[src/rtl/pxr_pkg.sv]
package pxr_pkg;
  typedef enum logic {
    PXR_SPARSE = 1'b0,
    PXR_IMAGE  = 1'b1
  } pxr_mode_e;
endpackage

[src/rtl/pxr_frame_timer.sv]
module pxr_frame_timer #(
  parameter int FRAME_W = 12
) (
  input  logic               clk,
  input  logic               rst,
  input  logic [FRAME_W-1:0] frame_len_i,
  output logic               swap_o
);
  logic [FRAME_W-1:0] cyc_q;
  logic [FRAME_W:0]   cyc_next;

  // a length of 0 or 1 degenerates to a boundary on every edge
  assign cyc_next = {1'b0, cyc_q} + (FRAME_W+1)'(1);
  assign swap_o   = cyc_next >= {1'b0, frame_len_i};

  always_ff @(posedge clk) begin
    if (rst)         cyc_q <= '0;
    else if (swap_o) cyc_q <= '0;
    else             cyc_q <= cyc_next[FRAME_W-1:0];
  end

  AST_TICK_SPACED: assert property (@(posedge clk) disable iff (rst)
    (swap_o && frame_len_i > FRAME_W'(1)) |=> (!swap_o || !$stable(frame_len_i)));
endmodule

[src/rtl/pxr_prio_enc.sv]
module pxr_prio_enc #(
  parameter int N     = 16,
  parameter int IDX_W = 4
) (
  input  logic [N-1:0]     req_i,
  output logic             found_o,
  output logic [IDX_W-1:0] idx_o,
  output logic             single_o
);
  logic [N-1:0] below_lowest;

  always_comb begin
    idx_o = '0;
    for (int i = N - 1; i >= 0; i--) begin
      if (req_i[i]) idx_o = IDX_W'(i);
    end
  end

  assign found_o      = |req_i;
  assign below_lowest = req_i & (req_i - N'(1));
  assign single_o     = found_o && (below_lowest == '0);
endmodule

[src/rtl/pxr_submatrix.sv]
module pxr_submatrix
  import pxr_pkg::*;
#(
  parameter int SUB_IDX = 0,
  parameter int SUB_PIX = 16,
  parameter int CNT_W   = 4,
  parameter int SUB_W   = 2,
  parameter int ADDR_W  = 4,
  localparam int WORD_W = SUB_W + ADDR_W + CNT_W
) (
  input  logic               clk,
  input  logic               rst,
  input  logic               swap_i,
  input  pxr_mode_e          acq_mode_i,
  input  logic [SUB_PIX-1:0] hit_i,
  input  logic               ready_i,
  output logic               valid_o,
  output logic [WORD_W-1:0]  data_o,
  output logic               last_o,
  output logic               ovf_o
);
  localparam logic [CNT_W-1:0] CNT_MAX = {CNT_W{1'b1}};
  localparam logic [SUB_W-1:0] MY_IDX  = SUB_W'(SUB_IDX);

  logic [CNT_W-1:0]   acq_cnt [SUB_PIX];
  logic [CNT_W-1:0]   rd_cnt  [SUB_PIX];
  logic [SUB_PIX-1:0] pend_q;
  logic [SUB_PIX-1:0] clr_mask;
  logic [ADDR_W-1:0]  sel_idx;
  logic               sel_found;
  logic               sel_single;
  logic               accept;
  pxr_mode_e          rd_mode_q;

  pxr_prio_enc #(.N(SUB_PIX), .IDX_W(ADDR_W)) u_enc (
    .req_i   (pend_q),
    .found_o (sel_found),
    .idx_o   (sel_idx),
    .single_o(sel_single)
  );

  assign accept   = sel_found && ready_i;
  assign clr_mask = accept ? (SUB_PIX'(1) << sel_idx) : '0;

  for (genvar p = 0; p < SUB_PIX; p++) begin : g_pix
    // acquisition bank: a hit on the boundary edge opens the new frame
    always_ff @(posedge clk) begin
      if (rst)                              acq_cnt[p] <= '0;
      else if (swap_i)                      acq_cnt[p] <= hit_i[p] ? CNT_W'(1) : '0;
      else if (hit_i[p] && acq_cnt[p] != CNT_MAX) acq_cnt[p] <= acq_cnt[p] + CNT_W'(1);
    end

    // readout bank and its pending flag
    always_ff @(posedge clk) begin
      if (rst) begin
        rd_cnt[p] <= '0;
        pend_q[p] <= 1'b0;
      end else if (swap_i) begin
        rd_cnt[p] <= acq_cnt[p];
        pend_q[p] <= (acq_mode_i == PXR_IMAGE) || (acq_cnt[p] != '0);
      end else if (clr_mask[p]) begin
        pend_q[p] <= 1'b0;
      end
    end
  end

  always_ff @(posedge clk) begin
    if (rst) begin
      ovf_o     <= 1'b0;
      rd_mode_q <= PXR_SPARSE;
    end else begin
      ovf_o <= swap_i && ((pend_q & ~clr_mask) != '0);
      if (swap_i) rd_mode_q <= acq_mode_i;
    end
  end

  assign valid_o = sel_found;
  assign data_o  = {MY_IDX, sel_idx, rd_cnt[sel_idx]};
  assign last_o  = sel_single;

  AST_HOLD_WORD: assert property (@(posedge clk) disable iff (rst)
    (valid_o && !ready_i && !swap_i) |=> (valid_o && $stable(data_o)));
  AST_LAST_ENDS: assert property (@(posedge clk) disable iff (rst)
    (valid_o && last_o && ready_i && !swap_i) |=> !valid_o);
  AST_OVF_AT_SWAP: assert property (@(posedge clk) disable iff (rst)
    ovf_o |-> $past(swap_i));
  AST_SPARSE_NONZERO: assert property (@(posedge clk) disable iff (rst)
    (valid_o && rd_mode_q == PXR_SPARSE) |-> (data_o[CNT_W-1:0] != '0));
endmodule

[src/rtl/pxr_readout.sv]
module pxr_readout
  import pxr_pkg::*;
#(
  parameter int NUM_SUB  = 4,
  parameter int SUB_PIX  = 16,
  parameter int CNT_W    = 4,
  parameter int FRAME_W  = 12,
  localparam int SUB_W   = (NUM_SUB > 1) ? $clog2(NUM_SUB) : 1,
  localparam int ADDR_W  = (SUB_PIX > 1) ? $clog2(SUB_PIX) : 1,
  localparam int WORD_W  = SUB_W + ADDR_W + CNT_W,
  localparam int NUM_PIX = NUM_SUB * SUB_PIX
) (
  input  logic                      clk,
  input  logic                      rst,
  input  logic [FRAME_W-1:0]        frame_len_i,
  input  logic                      mode_i,
  input  logic [NUM_PIX-1:0]        hit_i,
  output logic                      frame_tick_o,
  output logic [NUM_SUB-1:0]        out_valid_o,
  input  logic [NUM_SUB-1:0]        out_ready_i,
  output logic [NUM_SUB*WORD_W-1:0] out_data_o,
  output logic [NUM_SUB-1:0]        out_last_o,
  output logic [NUM_SUB-1:0]        ovf_o
);
  logic      swap;
  pxr_mode_e acq_mode_q;

  pxr_frame_timer #(.FRAME_W(FRAME_W)) u_timer (
    .clk        (clk),
    .rst        (rst),
    .frame_len_i(frame_len_i),
    .swap_o     (swap)
  );

  assign frame_tick_o = swap;

  // mode of the frame being acquired; latched only on a boundary edge
  always_ff @(posedge clk) begin
    if (rst)       acq_mode_q <= PXR_SPARSE;
    else if (swap) acq_mode_q <= pxr_mode_e'(mode_i);
  end

  AST_MODE_AT_BOUNDARY: assert property (@(posedge clk) disable iff (rst)
    !swap |=> $stable(acq_mode_q));

  for (genvar s = 0; s < NUM_SUB; s++) begin : g_sub
    pxr_submatrix #(
      .SUB_IDX(s),
      .SUB_PIX(SUB_PIX),
      .CNT_W  (CNT_W),
      .SUB_W  (SUB_W),
      .ADDR_W (ADDR_W)
    ) u_sub (
      .clk       (clk),
      .rst       (rst),
      .swap_i    (swap),
      .acq_mode_i(acq_mode_q),
      .hit_i     (hit_i[s*SUB_PIX +: SUB_PIX]),
      .ready_i   (out_ready_i[s]),
      .valid_o   (out_valid_o[s]),
      .data_o    (out_data_o[s*WORD_W +: WORD_W]),
      .last_o    (out_last_o[s]),
      .ovf_o     (ovf_o[s])
    );
  end
endmodule

[config.mk]
export PLATFORM = sky130hd
export DESIGN_NAME = pxr_readout
export DESIGN_NICKNAME = d
export VERILOG_FILES = /design/src/rtl/pxr_pkg.sv /design/src/rtl/pxr_frame_timer.sv /design/src/rtl/pxr_prio_enc.sv /design/src/rtl/pxr_submatrix.sv /design/src/rtl/pxr_readout.sv
export SDC_FILE = /design/constraint.sdc
export NUM_CORES = 1
export LEC_CHECK = 0
export BUFFER_PORTS_ARGS = -buffer_cell sky130_fd_sc_hd__buf_2
export CAP_MARGIN = 5
export CORE_ASPECT_RATIO = 0.8
export CORE_MARGIN = 5
export CORE_UTILIZATION = 56
export DETAILED_ROUTE_END_ITERATION = 6
export MAX_ROUTING_LAYER = met4
export PLACE_DENSITY = 0.76
export SYNTH_ARGS = -nofsm -noshare
export SYNTH_HDL_FRONTEND = slang
export SYNTH_HIERARCHICAL = 1
export SYNTH_SLANG_ARGS = --single-unit
[constraint.sdc]
create_clock -name clk -period 3.9 [get_ports clk]
set_input_delay 0.39 -clock clk [delete_from_list [all_inputs] [get_ports clk]]
set_output_delay 0.39 -clock clk [all_outputs]
set_load 0.01 [all_outputs]
==> results by group <==
Cells and area
  – Area grow syn2layout: 11.20%
  – Share of cells above drive strength 1: 13.95%
  – Nets: 3,055
  – Final core area utilization: between 60% and 70%
  – Final instance area: between 30,000 and 40,000 sq um
  – Final cell count without fillers: ~3,600

Yosys
  – Ys async rst share: 0%
  – Adder-cell share of the synthesized area: roughly 5.6%
  – Syn_area_per_cell: 11.51 sq um
  – Mux cell area share after synthesis: under 10%
  – Cells after synthesis: between 2,000 and 3,000
  – Yosys warns: 6
  – Compound-cell area share of the yosys netlist: under 10%
  – EDFF count, synth: 512
  – Simple-gate portion of the synthesized area: 18.39%
  – Largest family of logic cells by synthesized area: simple AND/OR/NAND/NOR gates
  – Main flop type after synthesis: edfxtp_1
  – Yosys reg bits: about 590
  – Number of distinct library cells after synthesis: slightly below 70
  – Sequential fraction of the synthesis area: about 54%
  – Post-Syn Area: between 30,000 and 40,000 sq um
  – Synth Area in XOR/XNOR: 4.001%

Route
  – Avg WL per Cell: 18.82 um
  – Post-route DRC: 0
  – Detailed Routing Iterations Pass 1: 6
  – Met3 WL: around 4.6 mm
  – Wire length on met2: roughly 32 mm
  – Met1 WL: roughly 30 mm
  – Top Metal Used: met4
  – Via density: ~5.9
  – Vias post-DR: roughly 22,000
  – Routed WL: 68.57 mm
  – Detailed Route Iter0 Violations: around 2,000
  – Detail Route Antenna Nets: 0

Global routing
  – Vias in the first global route: about 21,000
  – Pin count of the biggest net entering global routing: 67
  – First-pass GRT wire length: ~110 mm
  – Global route overflow: 0
  – Gr usage total: a little under a quarter
  – Initial antenna violation count: 13

Timing
  – RSZ-0062 raised after global routing: false
  – Clock skew: 0.02064 ns
  – Final setup margin: approximately 0.2 ns
  – Hold Vio Cnt, Final: 0
  – Setup Viol. Count Final: 0
  – Crit share post-route: between 90% and 100%
  – F_max: 0.2704 GHz
  – Relative slew slack: a little under a fifth
  – Final min period: between 3 and 4 ns
  – Worst-margin pin slew: between 1 and 1.5 ns
  – Final Max Tran Viols: 0
  – Hold WS: 0.08134 ns

Power
  – Gate power share: 7.0%
  – PD cells: 405.0 nW/um^2
  – Sw Pwr: 0.003266 W
  – Int Power: about 0.011 W
  – Seq pwr share: between 50% and 60%
  – Switching share of power: approximately 23%
  – Clock network power share: approximately two fifths
  – Leakage power: 13.75 nW
  – VDD IR-drop max: approximately 0.37 mV

Worst setup path
  – Crit. End Element: output port
  – CP dominant cell by count: mux4_2
  – Slowest stage delay, CP: approximately 0.58 ns
  – Critical path data arrival time: 3.31 ns
  – Slowest stage cell, crit path: o31a_2
  – Req. time, crit path: around 3.5 ns
  – CP max FO: 28
  – CP Launch Type: flop
  – Critical-path cell list: nor2_1 -> nor3_1 -> o31ai_1 -> a211oi_1 -> o31a_2 -> mux4_2 -> mux4_2 -> buf_2
  – Worst Setup Path Type: reg2out

Place
  – Post-Place Worst Slack: roughly 0.28 ns
  – Placed cells: 3,517
  – HPWL Detailed: between 40 and 50 mm
  – Port Buf Inserts: roughly 130
  – RePlAce Congestion: ~0.9
  – Area after DPL: ~33,000 sq um

Job
  – Max-Cap Viols: 0

Clock network
  – TritonCTS clock tree: done
  – Max clock buf depth: 3
  – Clock slew at reported path FFs: about 0.060 ns
  – CTS Buf Count: between 50 and 60
  – CTS root buf: clkbuf_16
  – Clk sinks: between 500 and 600
  – Clock latency on the worst-skew pair: roughly 0.61 ns
  – H-Tree Depth: 2
  – CTS hold repair buffers: 0

Outcome
  – Status: finished clean

Hold path
  – Hold crit path type: in2reg

Die
  – Core area: around 55,000 sq um
  – IO Count: roughly 140
  – Chip width: ~270 um
  – Num rows: 77
  – Initial Util: ~57%
  – Die Y: approximately 220 um
  – Full die area: about 60,000 sq um
## sequential cells by signal, indices dropped and copies added (netlist names)
signal / flops
g_sub.u_sub/rd_cnt: 256
u_timer/cyc_q: 12
acq_mode_q: 1
g_sub.u_sub/ovf_o: 4
g_sub.u_sub/pend_q: 64
g_sub.u_sub/acq_cnt: 256
## final timing paths
kind / from / end / slack [ns] / cells after the start
setup reg to reg: u_timer/cyc_q[0] / g_sub[2].u_sub/rd_cnt[6][1] / 0.27 / 11
setup / recovery: g_sub[1].u_sub/pend_q[15] / out_data_o[13] / 0.20 / 8
hold reg to reg: g_sub[2].u_sub/pend_q[13] / g_sub[2].u_sub/pend_q[13] / 0.55 / 2
hold / removal: hit_i[0] / g_sub[0].u_sub/acq_cnt[0][0] / 0.08 / 3
## cell usage in the layout, fill, tap and decap left out, types with 16 or more instances in the layout
cell type / netlist / final
edfxtp_1: 512 / 512
nor2_1: 319 / 315
inv_1: 220 / 216
nand3_1: 207 / 206
nand2_1: 141 / 141
ha_1: 141 / 141
xor2_1: 135 / 135
o21ai_0: 130 / 130
and2_1: 130 / 130
buf_2: 12 / 127
dfxtp_1: 81 / 80
and3_1: 66 / 66
mux4_2: 62 / 62
clkbuf_16: 0 / 61
nor4b_1: 60 / 60
o211ai_1: 40 / 40
a21oi_1: 37 / 37
nor3_1: 33 / 33
buf_4: 12 / 29
mux4_1: 18 / 18
o22ai_1: 21 / 17
o31ai_1: 16 / 16
## cell type report
| class | instances | area (sq um) |
|---|---|---|
| flip-flops and latches | 593 | 17000 |
| clock buffers | 78 | 1670 |
| clock inverters | 32 | 250.2 |
| fillers | 4168 | 20520 |
| multi-input cells | 1791 | 12990 |
| well taps | 750 | 938.4 |
| inverters | 220 | 833.3 |
| diodes | 13 | 32.53 |
| repair buffers | 167 | 1065 |
## kinds of logic (layout without fill, tap and decap cells)
| logic type | after synthesis | count (layout) |
|---|---|---|
| adders and majority gates | 141 | 141 |
| AOI/OAI and AO/OA | 338 | 338 |
| xor gates and xnor gates | 142 | 142 |
| buffers and inverters | 336 | 497 |
| DFF | 593 | 593 |
| muxes | 81 | 81 |
| and+or+nand+nor | 1081 | 1081 |
| other | 6 | 21 |
## per-layer routing
| metal | GRT usage (%) | up-vias |
|---|---|---|
| met5 | - | - |
| met4 | 6.068 | 0 |
| met3 | 3.801 | 120 |
| met2 | 34.81 | 738 |
| met1 | 31.83 | 10590 |
| li1 | - | 10110 |
## metrics by stage
step / TNS, ns / power [W]
finish: 0 / 0.01409
global route: 0 / 0.01464
CTS: 0 / 0.01421
detailed placement: 0 / 0.008610
global placement: 0 / 0.008540
floorplan: -4.489 / 0.008226
## repair_timing
action,4_1_cts,5_1_grt
endpoints found under the setup margin,12,9
resized for setup,3,1
buffers inserted,1,3
pin swaps,1,2
## worst max-delay path, delay by kind of cell (launching register included)
family | cells | cell delay (ns)
multiplexers | 2 | 0.95
AO/OA/AOI/OAI | 3 | 0.92
flip-flops | 1 | 0.42
AND/OR/NAND/NOR | 2 | 0.24
buffers and inverters | 1 | 0.16
## power by group through the flow
stage / logic, W / registers, W / clock network, W
after floorplan: 0.000674 / 0.00755 / 0
after CTS: 0.000979 / 0.00752 / 0.00571
after global routing: 0.00111 / 0.00756 / 0.00598
final: 0.000980 / 0.00752 / 0.00559
after detailed placement: 0.000961 / 0.00765 / 0
after global placement: 0.000914 / 0.00763 / 0
## cells in the mapped netlist (18+ instances only)
master	count	area, sq um
xor2_1	135	1182
o22ai_1	21	131.4
clkbuf_1	75	281.5
nand3_1	207	1036
dfxtp_1	81	1622
nor3_1	33	165.2
o21ai_0	130	650.6
nor2_1	319	1197
inv_1	220	825.8
a21oi_1	37	185.2
mux4_2	62	1396
nand2_1	141	529.3
and3_1	66	412.9
and2_1	130	813.3
edfxtp_1	512	15370
nor4b_1	60	525.5
ha_1	141	1764
mux4_1	18	473.0
o211ai_1	40	300.3
No activity file was read; power rests on OpenSTA's default activity.
